$ cat config.mk
export PLATFORM = sky130hd
export DESIGN_NAME = lmfc_align
export DESIGN_NICKNAME = d
export VERILOG_FILES = /design/src/rtl/lmfc_pkg.sv /design/src/rtl/lmfc_ctrl.sv /design/src/rtl/lmfc_count.sv /design/src/rtl/lmfc_align.sv
export SDC_FILE = /design/constraint.sdc
export NUM_CORES = 1
export LEC_CHECK = 0
export CORE_MARGIN = 8
export CORE_UTILIZATION = 44
export CTS_BUF_LIST = sky130_fd_sc_hd__clkbuf_4
export CTS_CLUSTER_DIAMETER = 50
export DETAILED_ROUTE_END_ITERATION = 10
export GPL_ROUTABILITY_DRIVEN = 0
export GPL_TIMING_DRIVEN = 1
export PLACE_DENSITY = 0.95
export SLEW_MARGIN = 15
export SYNTH_ARGS = -nofsm -noshare
export SYNTH_HDL_FRONTEND = slang
export SYNTH_SLANG_ARGS = --single-unit
$ cat constraint.sdc
create_clock -name clk -period 4.4 [get_ports clk]
set_input_delay 0.88 -clock clk [delete_from_list [all_inputs] [get_ports clk]]
set_output_delay 0.88 -clock clk [all_outputs]
set_load 0.005 [all_outputs]
$ cat src/rtl/lmfc_pkg.sv
package lmfc_pkg;
  typedef struct packed {
    logic run;    // generator enabled
    logic align;  // realign counter this cycle
  } lmfcStrb_t;
endpackage

$ cat src/rtl/lmfc_ctrl.sv
module lmfc_ctrl
  import lmfc_pkg::*;
#(
  parameter int DATA_W      = 32,
  parameter int PERIOD_LSB  = 23,
  parameter int DIS_BIT     = 6,
  parameter int STAT_BIT    = 7,
  parameter int REQ_BIT     = 30,
  parameter int SYNC_STAGES = 2,
  parameter int DEF_DIV_M1  = 19,
  localparam int PERIOD_W   = DATA_W - PERIOD_LSB
) (
  input  logic                clk,
  input  logic                rst,
  input  logic                regWrEn,
  input  logic                regAddr,
  input  logic [DATA_W-1:0]   regWrData,
  output logic [DATA_W-1:0]   regRdData,
  input  logic                sysrefIn,
  output logic [PERIOD_W-1:0] periodM1,
  output lmfcStrb_t           strb,
  output logic                sysrefReq
);
  logic                 disableBit;
  logic                 alignedFlag;
  logic [SYNC_STAGES:0] syncPipe;
  logic                 ctrlWr, reqWr, sysrefEdge;

  assign ctrlWr = regWrEn && !regAddr;
  assign reqWr  = regWrEn && regAddr && regWrData[REQ_BIT];

  always_ff @(posedge clk) begin
    if (rst) begin
      periodM1    <= PERIOD_W'(DEF_DIV_M1);
      disableBit  <= 1'b1;
      alignedFlag <= 1'b0;
      sysrefReq   <= 1'b0;
      syncPipe    <= '0;
    end else begin
      syncPipe  <= {syncPipe[SYNC_STAGES-1:0], sysrefIn};
      sysrefReq <= reqWr;
      if (ctrlWr) begin
        periodM1   <= regWrData[PERIOD_LSB +: PERIOD_W];
        disableBit <= regWrData[DIS_BIT];
      end
      if (ctrlWr && regWrData[DIS_BIT]) alignedFlag <= 1'b0;
      else if (strb.align)              alignedFlag <= 1'b1;
    end
  end

  assign sysrefEdge = syncPipe[SYNC_STAGES-1] && !syncPipe[SYNC_STAGES];
  assign strb.run   = !disableBit;
  assign strb.align = !disableBit && sysrefEdge;

  always_comb begin
    regRdData = '0;
    if (!regAddr) begin
      regRdData[PERIOD_LSB +: PERIOD_W] = periodM1;
      regRdData[DIS_BIT]                = disableBit;
      regRdData[STAT_BIT]               = alignedFlag;
    end else begin
      regRdData[REQ_BIT] = sysrefReq;
    end
  end


  req_pulse_chk: assert property (@(posedge clk) disable iff (rst)
    (regWrEn && regAddr && regWrData[REQ_BIT]) |=> sysrefReq);

  req_clear_chk: assert property (@(posedge clk) disable iff (rst)
    !(regWrEn && regAddr && regWrData[REQ_BIT]) |=> !sysrefReq);

  aligned_clear_chk: assert property (@(posedge clk) disable iff (rst)
    (regWrEn && !regAddr && regWrData[DIS_BIT]) |=> !alignedFlag);
endmodule

$ cat src/rtl/lmfc_count.sv
module lmfc_count
  import lmfc_pkg::*;
#(
  parameter int PERIOD_W = 9
) (
  input  logic                clk,
  input  logic                rst,
  input  lmfcStrb_t           strb,
  input  logic [PERIOD_W-1:0] periodM1,
  output logic                lmfcPulse
);
  logic [PERIOD_W-1:0] cnt;

  always_ff @(posedge clk) begin
    if (rst || !strb.run) begin
      cnt       <= '0;
      lmfcPulse <= 1'b0;
    end else if (strb.align || cnt >= periodM1) begin
      cnt       <= '0;
      lmfcPulse <= 1'b1;
    end else begin
      cnt       <= cnt + 1'b1;
      lmfcPulse <= 1'b0;
    end
  end


  quiet_chk: assert property (@(posedge clk) disable iff (rst)
    !strb.run |=> !lmfcPulse);

  align_chk: assert property (@(posedge clk) disable iff (rst)
    strb.align |=> (lmfcPulse && cnt == '0));
endmodule

$ cat src/rtl/lmfc_align.sv
module lmfc_align
  import lmfc_pkg::*;
#(
  parameter int DATA_W      = 32,
  parameter int PERIOD_LSB  = 23,
  parameter int DIS_BIT     = 6,
  parameter int STAT_BIT    = 7,
  parameter int REQ_BIT     = 30,
  parameter int SYNC_STAGES = 2,
  parameter int DEF_DIV_M1  = 19
) (
  input  logic              clk,
  input  logic              rst,
  input  logic              regWrEn,
  input  logic              regAddr,
  input  logic [DATA_W-1:0] regWrData,
  output logic [DATA_W-1:0] regRdData,
  input  logic              sysrefIn,
  output logic              lmfcPulse,
  output logic              sysrefReq
);
  localparam int PERIOD_W = DATA_W - PERIOD_LSB;

  lmfcStrb_t           strb;
  logic [PERIOD_W-1:0] periodM1;

  lmfc_ctrl #(
    .DATA_W(DATA_W), .PERIOD_LSB(PERIOD_LSB), .DIS_BIT(DIS_BIT),
    .STAT_BIT(STAT_BIT), .REQ_BIT(REQ_BIT), .SYNC_STAGES(SYNC_STAGES),
    .DEF_DIV_M1(DEF_DIV_M1)
  ) u_ctrl (
    .clk(clk), .rst(rst), .regWrEn(regWrEn), .regAddr(regAddr),
    .regWrData(regWrData), .regRdData(regRdData), .sysrefIn(sysrefIn),
    .periodM1(periodM1), .strb(strb), .sysrefReq(sysrefReq)
  );

  lmfc_count #(.PERIOD_W(PERIOD_W)) u_count (
    .clk(clk), .rst(rst), .strb(strb), .periodM1(periodM1),
    .lmfcPulse(lmfcPulse)
  );
endmodule

# After elaboration in Yosys (flattened, before gate mapping)

Cells that the tools add are included.

Reductions and logical operators: 13
$add $sub $neg: 1
Muxes and demuxes: 5
Order comparisons: 1

Operators with widths:

| operator              | number |
|---|---|
| $add A9 B1 Y9 const B | 1 |
| $ge A9 B9 Y1          | 1 |
| $mux W7               | 1 |
| $logic_and A1 B1 Y1   | 6 |
| $reduce_or A2 Y1      | 2 |
| $logic_not A1 Y1      | 3 |
| $mux W1               | 3 |
| $logic_or A1 B1 Y1    | 2 |
| $mux W2               | 1 |

Bits of input ports: 37
Word-level logic and storage cells: 27
Flip-flop bits (word level): 25

# Longest topological paths before layout

Depth after elaboration: 5
Depth in mapped cells: 6
Depth with buffers taken out: 6

# Modules after synthesis

Synthesis repeated with hierarchy kept, for this count alone.

Cells, all modules: 158
Area, all modules: 1,435.1 um^2

By module, submodules not included:

| module     | sequential area each (um^2) | times used | area each (um^2) | cells an instance |
|---|---|---|---|---|
| lmfc_ctrl  | 300.3                       | 1          | 754.5            | 90 |
| lmfc_count | 200.2                       | 1          | 680.7            | 68 |

# Worst setup path before layout

OpenSTA, ideal clock, no wires.

Path type: input port to output port
Start point: in regAddr
End point: out regRdData[30]
Required time: 3.520 ns
Setup slack: 2.237 ns
Buffers on the path: 1
Arrival: 1.283 ns
Cell stages on the path: 3
Path through: clkbuf_1 -> nand2_1 -> o21ai_0

Longest elaborated chain between the ends: 1

RTL lines:

| item            | RTL line         | RTL |
|---|---|---|
| start, declared | lmfc_align.sv:15 | `input logic regAddr,` |
| $mux W1         | lmfc_ctrl.sv:57  | `if (!regAddr) begin` |
| end, declared   | lmfc_align.sv:17 | `output logic [DATA_W-1:0] regRdData,` |

Every way passes these cells.

# Worst setup path after layout

Same ends and word-level chain as after synthesis.

==> results.tsv <==
stage	metric	value	unit
floorplanning	I/O Pins	71	
floorplanning	row cnt	20	
floorplanning	DIE AREA	5160	um^2
setup_path	crit path kind	input pin to output pin	
routing	via count	1042	
synthesis	synthesized area	1370	um^2
routing	DRT iter0 DRCs	9	
global_route	initial antenna violation count	0	
floorplanning	Starting Density	45.7	%
timing	Max Freq	305	MHz
timing	final worst-path cycle share	74.6	%
power_and_ir_drop	Leak Pwr	0.680	nW
cts	CTS root buffer	clkbuf_4	
floorplanning	Die Wd	71.8	um
cts	post-CTS sizing	0	
floorplanning	core region area	3000	um^2
synthesis	adder-cell share of the synthesized area	9.12	%
global_route	total gr overflow	0	
placed_design	Port Buffers	27	
synthesis	Mapped Cells	157	
timing	Slew HR	49.9	%
global_route	number of global-route vias before repair	1075	
final_layout	P&R area growth vs syn	17.5	%
setup_path	r2r setup slk	2810	ps
timing	Final Skew	4.15	ps
global_route	largest net degree at the start of global routing	16	
cts	setup bufs post-CTS	0	
routing	DRC viols	0	
timing	Final Hold Viols	0	
synthesis	largest family of logic cells by synthesized area	simple AND/OR/NAND/NOR gates	
setup_path	critical path fanouts, max	15	
final_layout	post-layout util	53.7	%
cts	CTS tree	done	
setup_path	CP endpoint kind	output pin	
worst_hold_path	Hold Path Class	flop to flop	
placed_design	Placement Cell Area	1580	um^2
timing	Sum Neg Setup Slack	0	ps
routing	drt first pass iters	4	
synthesis	Synth Register Bits	25	
power_and_ir_drop	power density cells	251	nW/um^2
synthesis	Unique masters post-synth	33	
final_layout	nets	231	
cts	total CTS buffers	3	
power_and_ir_drop	Max IR drop VDD	0.155	mV
synthesis	Post-Synth XOR/XNOR Area	4.47	%
timing	Period minus WS final	3280	ps
timing	RSZ-0062 raised after global routing	false	
global_route	first-pass GRT wire length	4790	um
synthesis	mux cell area share after synthesis	0	%
cts	H-tree depth	1	
synthesis	Synth Area in Compound Gates	11.7	%
timing	Slew Viols, Final	0	
synthesis	simple logic cell fraction of the synthesized area	22.3	%
cts	Num Clock Sinks	25	
synthesis	synth warn	0	
setup_path	CP Launch Type	input pin	
synthesis	Post-Syn Area per Cell	8.73	um^2
global_route	GRT Total Usage	11.5	%
timing	worst slew pin tran	749	ps
setup_path	CP arrival	2400	ps
cts	cts hold-fix bufs	0	
final_layout	fin area	1610	um^2
floorplanning	overall die height	71.8	um
final_layout	Filler Cell Count	264	
routing	drt via density	4.82	
routing	Final ANT Viol Nets	0	
cts	clk_lat worst skew	330	ps
cts	Clock Tree Buf Depth	2	
routing	final WL	2930	um
placed_design	HPWL after DPL	2340	um
run_status	status	finished, final reports clean	
synthesis	sequential element share of the synthesized area	36.5	%
flow_run	total of max-cap violations	0	
cts	Clock Pin Slew Worst Setup and Hold Paths	140	ps
final_layout	fraction of layout cells with a size suffix above 1	6.56	%
setup_path	CP required	3520	ps
routing	WL/cell	13.6	um
final_layout	Antenna Cells	0	
timing	Final setup viols	0	
-- cell families (layout without fill, tap and decap cells) --
kind of cell               after synthesis  count (layout)
AOI/OAI and AO/OA                       19              19
DFF                                     25              25
xor gates and xnor gates                 7               7
buffers and inverters                   36              42
and+or+nand+nor                         59              59
adders and majority gates               10              10
other                                    1              21
-- path summary, 6_finish.rpt --
path / end / depth (start not counted) / from
setup reg to reg: u_count.lmfcPulse$_SDFF_PP0_ / 6 / u_ctrl.periodM1[3]$_SDFFE_PP0P_
hold reg to reg: u_ctrl.periodM1[8]$_SDFFE_PP0P_ / 2 / u_ctrl.periodM1[8]$_SDFFE_PP0P_
hold / removal: u_ctrl.periodM1[8]$_SDFFE_PP0P_ / 2 / u_ctrl.periodM1[8]$_SDFFE_PP0P_
setup / recovery: regRdData[30] / 4 / regAddr
-- sequential cells by signal, indices dropped and copies added (netlist names) --
| register | flops |
|---|---|
| u_count.cnt | 9 |
| u_count.lmfcPulse | 1 |
| u_ctrl.alignedFlag | 1 |
| u_ctrl.disableBit | 1 |
| u_ctrl.periodM1 | 9 |
| u_ctrl.syncPipe | 3 |
| u_ctrl.sysrefReq | 1 |
-- metal layers --
metal,GRT usage (%),up-vias,wire (um)
li1,-,532,-
met2,21.3,34,1550
met5,0,-,0
met3,3.35,3,168
met1,12.0,473,1190
met4,3.63,0,23
-- cell type report --
type | instances | area (um^2) | area share (%)
multi-input cells | 116 | 731 | 45.3
flip-flops and latches | 25 | 500 | 31.1
repair buffers | 27 | 270 | 16.8
inverters | 11 | 41.3 | 2.56
well taps | 33 | 41.3 | 2.56
clock buffers | 3 | 22.5 | 1.40
clock inverters | 1 | 5.00 | 0.311
-- synthesized netlist by cell type, drive strengths merged --
cell type,number,share of area [%]
nand2b,1,0.46
nor2,10,2.7
o21a,2,1.1
and3,3,1.4
nand2,18,4.9
nor2b,7,3.2
ha,10,9.1
inv,11,3.0
dfxtp,25,36
a31o,1,0.64
a31oi,1,0.91
buf,22,12
a21oi,9,4.4
o21ai,1,0.36
o311ai,1,1.9
nor3,8,2.9
a21o,2,1.1
nand3,6,2.6
nor3b,2,1.5
a211o,2,1.3
xnor2,3,1.9
nand3b,1,0.55
nand4,2,1.4
xor2,4,2.6
and4b,1,0.73
conb,1,0.27
clkbuf,3,0.82
-- cell usage in the layout, fill, tap and decap left out, types with 2 or more instances in the layout --
cell / Yosys / layout
a211o_1: 2 / 2
conb_1: 1 / 21
nand2_1: 18 / 18
clkdlybuf4s50_1: 0 / 27
inv_1: 11 / 11
xor2_1: 4 / 4
ha_1: 10 / 10
dfxtp_1: 25 / 25
o21a_1: 2 / 2
nor3_1: 8 / 8
clkbuf_4: 0 / 3
a21oi_1: 7 / 7
a21o_1: 2 / 2
nor2_1: 10 / 10
and3_1: 3 / 3
nor2b_1: 7 / 7
xnor2_1: 3 / 3
nand3_1: 5 / 5
-- critical path: stages --
cell and delay [ps]:
clkdlybuf4s50_1 780, nand2_1 110, o21ai_0 100, clkdlybuf4s50_1 530
-- where the power goes --
part	switching, mW	leakage, nW	internal (mW)
clock	0.0719	0.0177	0.0342
sequential	0.00412	0.204	0.233
combinational	0.0311	0.459	0.0305
total	0.107	0.680	0.298
-- stage by stage --
step	cells	power (mW)	hold WS, ps	setup slack (ps)
final	216	0.405	468	1120
after global routing	216	0.420	480	1090
after CTS	216	0.404	470	1140
after detailed placement	212	0.303	449	1140
after global placement	212	0.300	425	1170
after floorplan	177	0.287	414	2240
Power figures use the tool's default switching activity.
